[src/rtl/ide_dec_pkg.sv]
package ide_dec_pkg;

    localparam logic [1:0] SZ_BYTE = 2'd0;
    localparam logic [1:0] SZ_HALF = 2'd1;
    localparam logic [1:0] SZ_WORD = 2'd2;

    typedef enum logic [1:0] {
        BLK_CMD  = 2'd0,
        BLK_CTL  = 2'd1,
        BLK_BM   = 2'd2,
        BLK_NONE = 2'd3
    } blk_e;

    typedef enum logic [2:0] {
        ST_IDLE = 3'd0,
        ST_LO   = 3'd1,
        ST_HI   = 3'd2,
        ST_BM   = 3'd3,
        ST_RESP = 3'd4
    } st_e;

endpackage

[src/rtl/ide_win_cmp.sv]
module ide_win_cmp #(
    parameter int ADDR_W = 16
) (
    input  logic [ADDR_W-1:0] addr,
    input  logic [ADDR_W-1:0] base,
    input  logic [ADDR_W-1:0] size,
    output logic              hit,
    output logic [ADDR_W-1:0] offs
);
    localparam int EXT_W = ADDR_W + 1;

    logic [EXT_W-1:0] lo_ext;
    logic [EXT_W-1:0] hi_ext;
    logic [EXT_W-1:0] a_ext;

    always_comb begin
        // one extra bit keeps a window ending at the top of the space exact
        lo_ext = {1'b0, base};
        hi_ext = {1'b0, base} + {1'b0, size};
        a_ext  = {1'b0, addr};
        hit    = (a_ext >= lo_ext) && (a_ext < hi_ext);
        offs   = addr - base;
    end

endmodule

[src/rtl/ide_win_pick.sv]
module ide_win_pick
    import ide_dec_pkg::*;
#(
    parameter int ADDR_W   = 16,
    parameter int OFF_W    = 4,
    parameter int NWIN     = 5,
    parameter int BM_SPLIT = 8
) (
    input  logic [NWIN-1:0]             hit,
    input  logic [NWIN-1:0][ADDR_W-1:0] offs,
    output logic                        any,
    output blk_e                        blk,
    output logic                        chan,
    output logic [OFF_W-1:0]            off
);
    localparam int WIN_W = $clog2(NWIN);

    logic [WIN_W-1:0]  pick;
    logic [ADDR_W-1:0] full;

    // lowest-numbered window wins when windows overlap
    always_comb begin
        any  = 1'b0;
        pick = '0;
        full = '0;
        for (int i = NWIN - 1; i >= 0; i--) begin
            if (hit[i]) begin
                any  = 1'b1;
                pick = WIN_W'(i);
                full = offs[i];
            end
        end
    end

    always_comb begin
        off = full[OFF_W-1:0];
        case (pick)
            WIN_W'(0): begin blk = BLK_CMD; chan = 1'b0; end
            WIN_W'(1): begin blk = BLK_CTL; chan = 1'b0; end
            WIN_W'(2): begin blk = BLK_CMD; chan = 1'b1; end
            WIN_W'(3): begin blk = BLK_CTL; chan = 1'b1; end
            WIN_W'(4): begin
                blk  = BLK_BM;
                chan = (full < ADDR_W'(BM_SPLIT)) ? 1'b0 : 1'b1;
            end
            default: begin blk = BLK_NONE; chan = 1'b0; end
        endcase
        if (!any) begin
            blk  = BLK_NONE;
            chan = 1'b0;
        end
    end

endmodule

[src/rtl/ide_drv_sel.sv]
module ide_drv_sel #(
    parameter int NCH = 2
) (
    input  logic                   clk,
    input  logic                   rst_n,
    input  logic                   upd,
    input  logic [$clog2(NCH)-1:0] upd_chan,
    input  logic                   upd_bit,
    input  logic [$clog2(NCH)-1:0] q_chan,
    output logic [$clog2(NCH):0]   idx
);
    logic [NCH-1:0] sel_d;
    logic [NCH-1:0] sel_q;
    logic           sel_eff;

    always_comb begin
        sel_d = sel_q;
        if (upd) begin
            sel_d[upd_chan] = upd_bit;
        end
        // a select write counts for the access that carries it
        sel_eff = (upd && (upd_chan == q_chan)) ? upd_bit : sel_q[q_chan];
        idx     = {q_chan, sel_eff};
    end

    always_ff @(posedge clk or negedge rst_n) begin
        if (!rst_n) begin
            sel_q <= '0;
        end else begin
            sel_q <= sel_d;
        end
    end

endmodule

[src/rtl/ide_host_decode.sv]
module ide_host_decode
    import ide_dec_pkg::*;
#(
    parameter int ADDR_W   = 16,
    parameter int OFF_W    = 4,
    parameter int DATA_OFF = 0,
    parameter int SEL_OFF  = 6,
    parameter int SEL_BIT  = 4,
    parameter int BM_SPLIT = 8
) (
    input  logic              clk,
    input  logic              rst_n,
    input  logic              io_en,
    input  logic [ADDR_W-1:0] pcmd_base,
    input  logic [ADDR_W-1:0] pcmd_size,
    input  logic [ADDR_W-1:0] pctl_base,
    input  logic [ADDR_W-1:0] pctl_size,
    input  logic [ADDR_W-1:0] scmd_base,
    input  logic [ADDR_W-1:0] scmd_size,
    input  logic [ADDR_W-1:0] sctl_base,
    input  logic [ADDR_W-1:0] sctl_size,
    input  logic [ADDR_W-1:0] bmw_base,
    input  logic [ADDR_W-1:0] bmw_size,
    input  logic              req_valid,
    output logic              req_ready,
    input  logic              req_write,
    input  logic [ADDR_W-1:0] req_addr,
    input  logic [1:0]        req_size,
    input  logic [31:0]       req_wdata,
    output logic              rsp_valid,
    output logic              rsp_err,
    output logic [31:0]       rsp_rdata,
    output logic              drv_valid,
    output logic              drv_write,
    output logic              drv_ctl,
    output logic [1:0]        drv_index,
    output logic [OFF_W-1:0]  drv_offset,
    output logic [15:0]       drv_wdata,
    input  logic [15:0]       drv_rdata,
    output logic              bm_valid,
    output logic              bm_write,
    output logic              bm_chan,
    output logic [OFF_W-1:0]  bm_offset,
    output logic [1:0]        bm_size,
    output logic [31:0]       bm_wdata,
    input  logic [31:0]       bm_rdata
);
    localparam int NWIN = 5;
    localparam int NCH  = 2;

    typedef struct packed {
        st_e              st;
        logic             wr;
        logic [1:0]       sz;
        blk_e             blk;
        logic             chan;
        logic [1:0]       idx;
        logic [OFF_W-1:0] off;
        logic [31:0]      wd;
        logic [31:0]      rd;
        logic             err;
    } ctx_t;

    ctx_t ctx_d;
    ctx_t ctx_q;

    // window compare, one per window
    logic [NWIN-1:0][ADDR_W-1:0] w_base;
    logic [NWIN-1:0][ADDR_W-1:0] w_size;
    logic [NWIN-1:0][ADDR_W-1:0] w_offs;
    logic [NWIN-1:0]             w_hit;

    assign w_base = {bmw_base, sctl_base, scmd_base, pctl_base, pcmd_base};
    assign w_size = {bmw_size, sctl_size, scmd_size, pctl_size, pcmd_size};

    for (genvar g = 0; g < NWIN; g++) begin : g_win
        ide_win_cmp #(
            .ADDR_W(ADDR_W)
        ) u_cmp (
            .addr (req_addr),
            .base (w_base[g]),
            .size (w_size[g]),
            .hit  (w_hit[g]),
            .offs (w_offs[g])
        );
    end

    logic             d_any;
    blk_e             d_blk;
    logic             d_chan;
    logic [OFF_W-1:0] d_off;

    ide_win_pick #(
        .ADDR_W   (ADDR_W),
        .OFF_W    (OFF_W),
        .NWIN     (NWIN),
        .BM_SPLIT (BM_SPLIT)
    ) u_pick (
        .hit  (w_hit),
        .offs (w_offs),
        .any  (d_any),
        .blk  (d_blk),
        .chan (d_chan),
        .off  (d_off)
    );

    // request classification
    logic take;
    logic is_data;
    logic size_ok;
    logic sel_upd;
    logic [1:0] d_idx;

    always_comb begin
        take    = (ctx_q.st == ST_IDLE) && req_valid;
        is_data = (d_blk == BLK_CMD) && (d_off == OFF_W'(DATA_OFF));
        if (is_data) begin
            size_ok = (req_size == SZ_HALF) || (req_size == SZ_WORD);
        end else begin
            size_ok = (req_size == SZ_BYTE);
        end
        sel_upd = take && d_any && io_en && req_write
                  && (d_blk == BLK_CMD) && (d_off == OFF_W'(SEL_OFF))
                  && (req_size == SZ_BYTE);
    end

    ide_drv_sel #(
        .NCH (NCH)
    ) u_sel (
        .clk      (clk),
        .rst_n    (rst_n),
        .upd      (sel_upd),
        .upd_chan (d_chan),
        .upd_bit  (req_wdata[SEL_BIT]),
        .q_chan   (d_chan),
        .idx      (d_idx)
    );

    // next-state
    always_comb begin
        ctx_d = ctx_q;
        case (ctx_q.st)
            ST_IDLE: begin
                if (req_valid) begin
                    ctx_d.wr   = req_write;
                    ctx_d.sz   = req_size;
                    ctx_d.blk  = d_blk;
                    ctx_d.chan = d_chan;
                    ctx_d.idx  = d_idx;
                    ctx_d.off  = d_off;
                    ctx_d.wd   = req_wdata;
                    ctx_d.rd   = '0;
                    ctx_d.err  = 1'b0;
                    if (!d_any) begin
                        ctx_d.err = 1'b1;
                        ctx_d.rd  = '1;
                        ctx_d.st  = ST_RESP;
                    end else if (!io_en) begin
                        ctx_d.st = ST_RESP;
                    end else if (d_blk == BLK_BM) begin
                        ctx_d.st = ST_BM;
                    end else if (!size_ok) begin
                        ctx_d.err = 1'b1;
                        ctx_d.rd  = '1;
                        ctx_d.st  = ST_RESP;
                    end else begin
                        ctx_d.st = ST_LO;
                    end
                end
            end
            ST_LO: begin
                if (ctx_q.sz == SZ_BYTE) begin
                    ctx_d.rd = {24'h0, drv_rdata[7:0]};
                end else begin
                    ctx_d.rd = {16'h0, drv_rdata};
                end
                ctx_d.st = (ctx_q.sz == SZ_WORD) ? ST_HI : ST_RESP;
            end
            ST_HI: begin
                ctx_d.rd[31:16] = drv_rdata;
                ctx_d.st        = ST_RESP;
            end
            ST_BM: begin
                ctx_d.rd = bm_rdata;
                ctx_d.st = ST_RESP;
            end
            ST_RESP: begin
                ctx_d.st = ST_IDLE;
            end
            default: begin
                ctx_d.st = ST_IDLE;
            end
        endcase
    end

    always_ff @(posedge clk or negedge rst_n) begin
        if (!rst_n) begin
            ctx_q     <= '0;
            ctx_q.st  <= ST_IDLE;
            ctx_q.blk <= BLK_NONE;
        end else begin
            ctx_q <= ctx_d;
        end
    end

    // outputs
    always_comb begin
        req_ready  = (ctx_q.st == ST_IDLE);
        rsp_valid  = (ctx_q.st == ST_RESP);
        rsp_err    = ctx_q.err;
        rsp_rdata  = ctx_q.rd;

        drv_valid  = (ctx_q.st == ST_LO) || (ctx_q.st == ST_HI);
        drv_write  = ctx_q.wr;
        drv_ctl    = (ctx_q.blk == BLK_CTL);
        drv_index  = ctx_q.idx;
        drv_offset = ctx_q.off;
        if (ctx_q.st == ST_HI) begin
            drv_wdata = ctx_q.wd[31:16];
        end else if (ctx_q.sz == SZ_BYTE) begin
            drv_wdata = {8'h00, ctx_q.wd[7:0]};
        end else begin
            drv_wdata = ctx_q.wd[15:0];
        end

        bm_valid   = (ctx_q.st == ST_BM);
        bm_write   = ctx_q.wr;
        bm_chan    = ctx_q.chan;
        bm_offset  = ctx_q.off;
        bm_size    = ctx_q.sz;
        bm_wdata   = ctx_q.wd;
    end

endmodule

[config.mk]
export PLATFORM = sky130hd
export DESIGN_NAME = ide_host_decode
export DESIGN_NICKNAME = d
export VERILOG_FILES = /design/src/rtl/ide_dec_pkg.sv /design/src/rtl/ide_win_cmp.sv /design/src/rtl/ide_win_pick.sv /design/src/rtl/ide_drv_sel.sv /design/src/rtl/ide_host_decode.sv
export SDC_FILE = /design/constraint.sdc
export NUM_CORES = 1
export LEC_CHECK = 0
export ABC_AREA = 1
export ABC_CLOCK_PERIOD_IN_PS = 2900
export CAP_MARGIN = 25
export CORE_ASPECT_RATIO = 1.2
export CORE_MARGIN = 3
export CORE_UTILIZATION = 35
export CTS_CLUSTER_DIAMETER = 60
export DETAILED_ROUTE_END_ITERATION = 8
export DONT_BUFFER_PORTS = 1
export HOLD_SLACK_MARGIN = 0.15
export PLACE_DENSITY_LB_ADDON = 0.12
export SETUP_SLACK_MARGIN = 0.05
export SYNTH_ARGS = -nofsm -noshare
export SYNTH_HDL_FRONTEND = slang
export SYNTH_SLANG_ARGS = --single-unit
[constraint.sdc]
create_clock -name clk -period 2.9 [get_ports clk]
set_input_delay 0.145 -clock clk [delete_from_list [all_inputs] [get_ports clk]]
set_output_delay 0.145 -clock clk [all_outputs]
set_load 0.005 [all_outputs]
==> impl_metrics.ini, run 1 <==
[grt]
grt_use_total = 0.223
grt_util_met3 = 0.0474
grtUsageMet2 = 0.430
antenna_found_initial = 1
grt_pass1_vias = 14837
grt_first_pass_wirelength_mm = 76.5
grt.overflow.total = 0
grt-busiest-layer = met2
grtUsageMet1 = 0.243
grt_max_degree = 82

[clock_network]
clkSlewWorstSetupHoldPaths_ps = 60
cts_tree = built
cts.hold.buffers_added = 79
clk_root_buffer_cell = clkbuf_16
clk_path_buf_depth = 2
htreeDepth = 3
clock_latency_ps = 350
numClockSinks = 81
cts_made_buffers = 9

[critical_path]
crit_top_cell = nand2_1
critPathMaxFanout = 16
crit_slowest_cell = ha_1
crit_arrival_ps = 4270
critPathCaptureType = register
cp-start-kind = primary input
critical_path_class = in2reg
cp_data_required_time_ps = 3170
cp_slowest_stage_delay_ps = 340

[power_and_ir_drop]
vdd_drop_max_uv = 391
power_density_nw_per_um2 = 448
cellLeakagePower_nw = 9.73
swShare = 0.444
seqPwrFrac = 0.258
totalPowerFinal_mw = 8.32
p_sw_mw = 3.70
internal_power_mw = 4.63
power_frac_comb = 0.600
clkPwrFrac = 0.142

[route]
route.detailed.drc = 0
drt-pass1-iter-count = 4
viasPerCell = 4.99
routed_wl_mm = 49.6
vias = 14759
drtAntennaViolNets = 0
wire_per_inst_microns = 16.8
drt_iter0_drc = 447

[synth]
syn-cell-area_sq_um = 14100
synth_nets = 2592
yosysTopAreaCell = ha_1
ys_top_cells_by_count = nand2_1 (452), inv_1 (283), ha_1 (236), a21oi_1 (185), nor2_1 (167)
synth_top_area_share = 0.209
syn_avg_cell_area_sq_um = 6.78
ys_types = 55
async_reset_ff_frac = 1.00
ys_ff_latch = 81
synth_edf_count = 0
ys_warn_count = 0
syn_inst = 2083
ys_top_cells_by_area = ha_1 (21%), dfrtp_1 (14%), nand2_1 (12%), inv_1 (7.5%), a21oi_1 (6.6%)
yosys.cell_count.top_type = nand2_1
synth-main-ff-cell = dfrtp_1
seq_area_frac_synth = 0.144

[finish]
drive_above_1_share = 0.232
syn_to_final_growth_pct = 31.4
fillers = 4106
num_antenna_cells = 0
nets = 2926
fin_util = 0.466

[timing]
min_period_ps = 4000
worst_pin_slew_ps = 728
setup_violations = 46
final_hold_viol_count = 0
tns_ps = -43510
period_share = 1.38
finClkSkew_ps = 7.50
rsz0062_at_grt = true
clock.fmax_ghz = 0.250
relSlewSlack = 0.513
layout_setup_ws_ps = -1100
maxSlewViolCount = 0

[floorplanning]
num_rows = 80
fp.dieH_microns = 226
die_area_sq_um = 42800
io_pins = 364
die_w_microns = 189
fp.coreArea_sq_um = 39800
start_util = 0.355

[hold_path]
hp-class = in2reg

[flow_run]
timing.max_cap.violations = 0

[run_status]
status = complete, but fails checks
violations = setup timing

[placement]
gp_congestion = 0.888
io_buffers = 0
dpl.hpwl_mm = 40.9
cell type report:
cell class / count / area (sq um) / area share
clock buffers: 11 / 243 / 0.0131
multi-input cells: 1608 / 11000 / 0.592
flip-flops and latches: 81 / 2030 / 0.109
repair buffers: 423 / 3470 / 0.187
well taps: 533 / 667 / 0.0359
inverters: 294 / 1110 / 0.0599
clock inverters: 5 / 63.8 / 0.00344
metal layers:
metal | part of all wire | wire, microns
met1 | 0.39 | 19600
met2 | 0.52 | 25600
met3 | 0.065 | 3210
met4 | 0.026 | 1270
met5 | 0.00026 | 13
kinds of logic after synthesis:
family                     after synthesis  synth area share
and+or+nand+nor                        825             0.249
adders and majority gates              246             0.223
muxes                                    8           0.00637
xor gates and xnor gates               118            0.0731
AOI/OAI and AO/OA                      410             0.177
DFF                                     81             0.144
buffers and inverters                  395             0.127
critical path: cells and delay by family:
kind,cells,cell delay (ps)
xor+xnor,1,150
fa+ha+maj,2,600
compound gates,10,1360
simple gates,17,1600
buf+inv,4,390
registers in the layout, indices dropped and copies added (netlist names):
register	count
rsp_err	1
bm_offset	4
bm_chan	1
ctx_q	5
bm_size	2
u_sel.sel_q	2
bm_wdata	32
drv_index	1
bm_write	1
rsp_rdata	32
timing repair:
action / in CTS / in global routing
setup buffers: 19 / 18
gates cloned: 1 / 0
pin swaps: 45 / 74
endpoints found under the hold margin: 156 / 32
setup endpoints to repair: 46 / 46
resized for setup: 72 / 61
power by group through the flow:
stage	registers [mW]	logic, mW	clock network (mW)
after floorplan	1.86	3.71	0
after global placement	2.17	4.35	0
after detailed placement	2.18	4.41	0
after CTS	2.16	4.85	1.23
after global routing	2.22	5.62	1.27
final	2.15	4.99	1.18
cell usage in the layout (no fill, tap or decap), types with 4 or more instances in the layout:
| cell type | instances |
|---|---|
| dfrtp_1 | 79 |
| a21oi_2 | 40 |
| a21oi_4 | 6 |
| a211oi_1 | 35 |
| nand2_1 | 420 |
| o21ai_0 | 58 |
| a31oi_1 | 11 |
| or2_2 | 5 |
| nor2_1 | 161 |
| inv_1 | 271 |
| a21oi_1 | 164 |
| nor3_1 | 25 |
| nor4_1 | 5 |
| o211ai_1 | 10 |
| xor2_1 | 76 |
| nand3_1 | 98 |
| nand3_4 | 4 |
| fa_1 | 8 |
| xnor2_1 | 40 |
| a21o_1 | 16 |
| ha_4 | 15 |
| nand2_2 | 36 |
| nor2_4 | 7 |
| buf_6 | 14 |
| nand3_2 | 13 |
| ha_1 | 220 |
| mux2_2 | 8 |
| buf_4 | 328 |
| o21ai_1 | 13 |
| nand2_4 | 7 |
| nand4_1 | 27 |
| o21bai_1 | 27 |
| nor2_2 | 4 |
| o21ai_2 | 8 |
| dlygate4sd3_1 | 78 |
| clkbuf_16 | 9 |
| inv_2 | 18 |
through the flow:
stage | hold WS [ps] | cells | instance area, sq um | worst slack (ps)
final | 26.6 | 2955 | 18600 | -1100
after global routing | 25.3 | 2955 | 18600 | -1430
after CTS | 17.0 | 2939 | 18200 | -1090
after detailed placement | -146 | 2824 | 16600 | -1650
after global placement | -145 | 2824 | 16600 | -1580
after floorplan | -151 | 2083 | 14300 | -1080
worst paths after layout:
| check | endpoint | from | slack [ps] | cells past startpoint |
|---|---|---|---|---|
| min in group asynchronous | rsp_rdata[12]$_DFFE_PN0P_ | rst_n | 330 | 2 |
| hold reg to reg | ctx_q[73]$_DFFE_PN1P_ | ctx_q[73]$_DFFE_PN1P_ | 480 | 2 |
| setup / recovery | rsp_rdata[21]$_DFFE_PN0P_ | scmd_base[4] | -1100 | 34 |
| max in group asynchronous | ctx_q[72]$_DFFE_PN1P_ | rst_n | 2170 | 2 |
| hold / removal | rsp_rdata[13]$_DFFE_PN0P_ | req_valid | 30 | 2 |
| setup reg to reg | rsp_rdata[31]$_DFFE_PN0P_ | ctx_q[77]$_DFFE_PN0P_ | 470 | 9 |
No activity file was read; power rests on OpenSTA's default activity.
==> run 2: changes to the inputs <==
- SETUP_SLACK_MARGIN: 0.05 -> 0.02
==> impl_metrics.ini, run 2 (same netlist as run 1, synthesis figures left out) <==
[grt]
grt_use_total = 0.223
grt.overflow.total = 0
grt_pass1_vias = 14837
antenna_found_initial = 1
grt_first_pass_wirelength_mm = 76.5
grt_max_degree = 82

[clock_network]
numClockSinks = 81
clk_root_buffer_cell = clkbuf_16
clock_latency_ps = 350
cts_tree = built
cts_made_buffers = 9
htreeDepth = 3
clk_path_buf_depth = 2
clkSlewWorstSetupHoldPaths_ps = 60
cts.hold.buffers_added = 79

[critical_path]
critPathMaxFanout = 16
cp_slowest_stage_delay_ps = 340
cp_data_required_time_ps = 3170
r2r_start = ctx_q[77]$_DFFE_PN0P_
critical_path_class = in2reg
critPathCaptureType = register
cp-start-kind = primary input
r2r_end = bm_wdata[4]$_DFFE_PN0P_
reg2regPathDepth = 9
crit_arrival_ps = 4270
crit_top_cell = nand2_1
crit_slowest_cell = ha_1
r2r_setup_slack_ps = 220

[timing]
tns_ps = -43560
worst_pin_slew_ps = 751
rsz0062_at_grt = true
final_hold_viol_count = 0
setup_violations = 46
finClkSkew_ps = 6.74
min_period_ps = 4000
maxSlewViolCount = 0
relSlewSlack = 0.496
period_share = 1.38
clock.fmax_ghz = 0.250
layout_setup_ws_ps = -1100

[route]
vias = 14758
drt_iter0_drc = 447
drt-pass1-iter-count = 4
route.detailed.drc = 0
drtAntennaViolNets = 0
viasPerCell = 4.99
routed_wl_mm = 49.6
wire_per_inst_microns = 16.8

[placement]
io_buffers = 0
post-place-ws_ps = -1650
gp_congestion = 0.888
dpl.hpwl_mm = 40.9

[finish]
mostFrequentLayoutCell = nand2_1
num_antenna_cells = 0
syn_to_final_growth_pct = 31.4
final_cell_mix = nand2_1 (420), buf_4 (328), inv_1 (271)
drive_above_1_share = 0.232
nets = 2926
fillers = 4106

[hold_path]
holdPathStages = 2
hold_end = rsp_rdata[13]$_DFFE_PN0P_
hp-class = in2reg
holdCritStartpoint = req_valid

[power_and_ir_drop]
internal_power_mw = 4.63
swShare = 0.444
power_density_nw_per_um2 = 448
power_frac_comb = 0.599
cellLeakagePower_nw = 9.74
vdd_drop_max_uv = 393
clkPwrFrac = 0.142
p_sw_mw = 3.70
seqPwrFrac = 0.258

[floorplanning]
num_rows = 80
die_w_microns = 189
die_area_sq_um = 42800
start_util = 0.355
fp.coreArea_sq_um = 39800
fp.dieH_microns = 226
io_pins = 364

[run_status]
status = complete, but fails checks
violations = setup timing

[flow_run]
timing.max_cap.violations = 0
run 2: cell types whose count changed in the layout (fill, tap and decap cells not counted):
cell,delta
clkinvlp_4,-1
clkinv_1,+1
run 2: how the worst max path moves through the flow:
stage	start	to
finish	scmd_base[4]	rsp_rdata[21]$_DFFE_PN0P_
global route	pctl_base[4]	rsp_rdata[18]$_DFFE_PN0P_
CTS	scmd_base[4]	rsp_rdata[20]$_DFFE_PN0P_
detailed placement	scmd_size[4]	rsp_rdata[4]$_DFFE_PN0P_
global placement	scmd_base[2]	rsp_rdata[4]$_DFFE_PN0P_
floorplan	scmd_size[4]	rsp_rdata[24]$_DFFE_PN0P_
run 2: area by class of cell:
type | count | area [sq um] | share of cell area
sequential | 81 | 2030 | 0.109
tap | 533 | 667 | 0.0359
clock inverter | 5 | 63.8 | 0.00344
timing repair buffer | 423 | 3470 | 0.187
inverter | 294 | 1110 | 0.0597
clock buffer | 11 | 243 | 0.0131
multi-input combinational | 1608 | 11000 | 0.592
run 2: what timing repair did:
item | CTS | global route
endpoints found under the setup margin | 46 | 46
buffers inserted | 19 | 18
pin swaps | 45 | 74
hold endpoints to repair | 156 | 32
cloned | 1 | 0
gates resized for setup | 72 | 60
run 2: worst max-delay path: cells and delay by family:
kind | cells | cell delay (ps)
AOI/OAI and AO/OA | 10 | 1360
xor gates and xnor gates | 1 | 150
adders and majority gates | 2 | 600
buffers and inverters | 4 | 390
and+or+nand+nor | 17 | 1600
run 2: power groups by stage:
stage / sequential, mW / combinational [mW] / clock (mW)
floorplan: 1.86 / 3.71 / 0
global placement: 2.17 / 4.35 / 0
detailed placement: 2.18 / 4.41 / 0
CTS: 2.16 / 4.85 / 1.23
global route: 2.22 / 5.62 / 1.27
finish: 2.15 / 4.99 / 1.18
run 2: per-layer routing:
metal | vias up | routed length (microns) | track usage
met1 | 6775 | 19500 | 0.243
met4 | 2 | 1270 | 0.0668
met2 | 374 | 25600 | 0.430
met3 | 61 | 3210 | 0.0474
met5 | - | 13 | 0
li1 | 7546 | - | -
run 2: metrics by stage:
step | util | area (sq um) | total power, mW | hold slack [ps] | std cells
2_1_floorplan | - | 14300 | 5.57 | -151 | 2083
5_1_grt | 0.466 | 18600 | 9.10 | 25.3 | 2955
6_report | 0.466 | 18600 | 8.32 | 26.6 | 2955
3_3_place_gp | 0.418 | 16600 | 6.52 | -145 | 2824
3_5_place_dp | 0.418 | 16600 | 6.59 | -146 | 2824
4_1_cts | 0.457 | 18200 | 8.23 | 17.0 | 2939
==> run 3: changes to the inputs <==
- CORE_MARGIN: 3 -> 5
==> impl_metrics.ini, run 3 (same netlist as run 1, synthesis figures left out) <==
[power_and_ir_drop]
p_sw_mw = 3.75
internal_power_mw = 4.54
vdd_drop_max_uv = 414
clkPwrFrac = 0.128
power_frac_comb = 0.612
cellLeakagePower_nw = 9.81
seqPwrFrac = 0.260
swShare = 0.452
power_density_nw_per_um2 = 445

[clock_network]
cts_made_buffers = 9
numClockSinks = 81
cts.hold.buffers_added = 73
clkSlewWorstSetupHoldPaths_ps = 60
htreeDepth = 3
clock_latency_ps = 350
clk_root_buffer_cell = clkbuf_16
clk_path_buf_depth = 2
cts_tree = built

[finish]
drive_above_1_share = 0.239
mostFrequentLayoutCell = nand2_1
num_antenna_cells = 0
nets = 2937
finalNonFillerCells = 2966
final_cell_mix = nand2_1 (421), buf_4 (342), inv_1 (271)
syn_to_final_growth_pct = 32.0
fillers = 4156

[grt]
grt_first_pass_wirelength_mm = 80.4
grt.overflow.total = 0
antenna_found_initial = 1
grt_use_total = 0.223
grt_pass1_vias = 15321
grt_max_degree = 82

[route]
wire_per_inst_microns = 17.3
drtAntennaViolNets = 0
drt_iter0_drc = 579
drt-pass1-iter-count = 4
viasPerCell = 5.00
route.detailed.drc = 0
vias = 14835
routed_wl_mm = 51.2

[placement]
io_buffers = 0
post-place-ws_ps = -1640
dpl.hpwl_mm = 42.7
place_inst = 2843
gp_congestion = 0.942

[critical_path]
cp_data_required_time_ps = 3180
r2r_setup_slack_ps = 210
critical_path_class = in2reg
critPathMaxFanout = 8
cp_slowest_stage_delay_ps = 340
crit_arrival_ps = 4310
critPathCaptureType = register
crit_slowest_cell = ha_1
cp-start-kind = primary input
crit_top_cell = nand2_1

[flow_run]
timing.max_cap.violations = 0

[run_status]
status = complete, but fails checks
violations = setup timing

[floorplanning]
start_util = 0.355
num_rows = 80
die_w_microns = 193
fp.dieH_microns = 230
io_pins = 364
fp.coreArea_sq_um = 39800
die_area_sq_um = 44500

[timing]
period_share = 1.39
rsz0062_at_grt = true
worst_pin_slew_ps = 954
final_hold_viol_count = 0
min_period_ps = 4030
relSlewSlack = 0.360
tns_ps = -45250
clock.fmax_ghz = 0.248
setup_violations = 46
maxSlewViolCount = 0
layout_setup_ws_ps = -1130
finClkSkew_ps = 4.00

[hold_path]
hp-class = in2reg
-- run 3: path summary, 6_finish.rpt --
| path | startpoint | end | cells past startpoint |
|---|---|---|---|
| max in group asynchronous | rst_n | rsp_rdata[19]$_DFFE_PN0P_ | 2 |
| setup reg to reg | ctx_q[77]$_DFFE_PN0P_ | rsp_rdata[18]$_DFFE_PN0P_ | 8 |
| setup / recovery | scmd_size[4] | rsp_rdata[29]$_DFFE_PN0P_ | 35 |
| min in group asynchronous | rst_n | ctx_q[78]$_DFFE_PN0P_ | 2 |
| hold / removal | req_valid | rsp_rdata[5]$_DFFE_PN0P_ | 2 |
| hold reg to reg | ctx_q[73]$_DFFE_PN1P_ | ctx_q[73]$_DFFE_PN1P_ | 2 |
-- run 3: per-layer routing --
metal  global-route usage  vias up  part of all wire
li1                     -     7578                 -
met1                0.251     6796              0.40
met2                0.413      379              0.50
met3               0.0458       80             0.059
met4               0.0823        2             0.038
met5                    0        -           0.00025
-- run 3: final cells by class --
type	instances	area [sq um]	area share
Clock buffer	10	229	0.0123
Clock inverter	6	45.0	0.00241
Inverter	294	1110	0.0593
Multi-Input combinational cell	1607	11000	0.589
Sequential cell	81	2030	0.109
Tap cell	533	667	0.0358
Timing Repair Buffer	435	3590	0.192
-- run 3: metrics by stage --
stage | cell area (sq um) | hold WS, ps | power (mW) | utilization
3_3_place_gp | 16800 | -149 | 6.58 | 0.421
4_1_cts | 18300 | -41.3 | 8.16 | 0.459
5_1_grt | 18700 | 33.7 | 9.07 | 0.468
6_report | 18700 | 27.9 | 8.29 | 0.468
3_5_place_dp | 16800 | -148 | 6.65 | 0.421
2_1_floorplan | 14300 | -151 | 5.57 | -
-- run 3: critical path: cells and delay by family --
| kind | cells | cell delay, ps |
|---|---|---|
| buf+inv | 4 | 480 |
| xor+xnor | 1 | 140 |
| compound gates | 9 | 1150 |
| fa+ha+maj | 2 | 600 |
| simple gates | 19 | 1800 |
-- run 3: power by group through the flow --
stage               registers (mW)  clock network, mW  logic (mW)
floorplan                     1.86                  0        3.71
global route                  2.21               1.15        5.71
CTS                           2.15               1.11        4.90
global placement              2.17                  0        4.41
detailed placement            2.17                  0        4.47
finish                        2.16               1.07        5.07
-- run 3: what timing repair did --
action                                  CTS  global route
endpoints found under the setup margin   46            46
setup buffers                            33            13
pin swaps                                50            60
gates resized for setup                  75            63
cloned                                    0             2
endpoints found under the hold margin   155            19
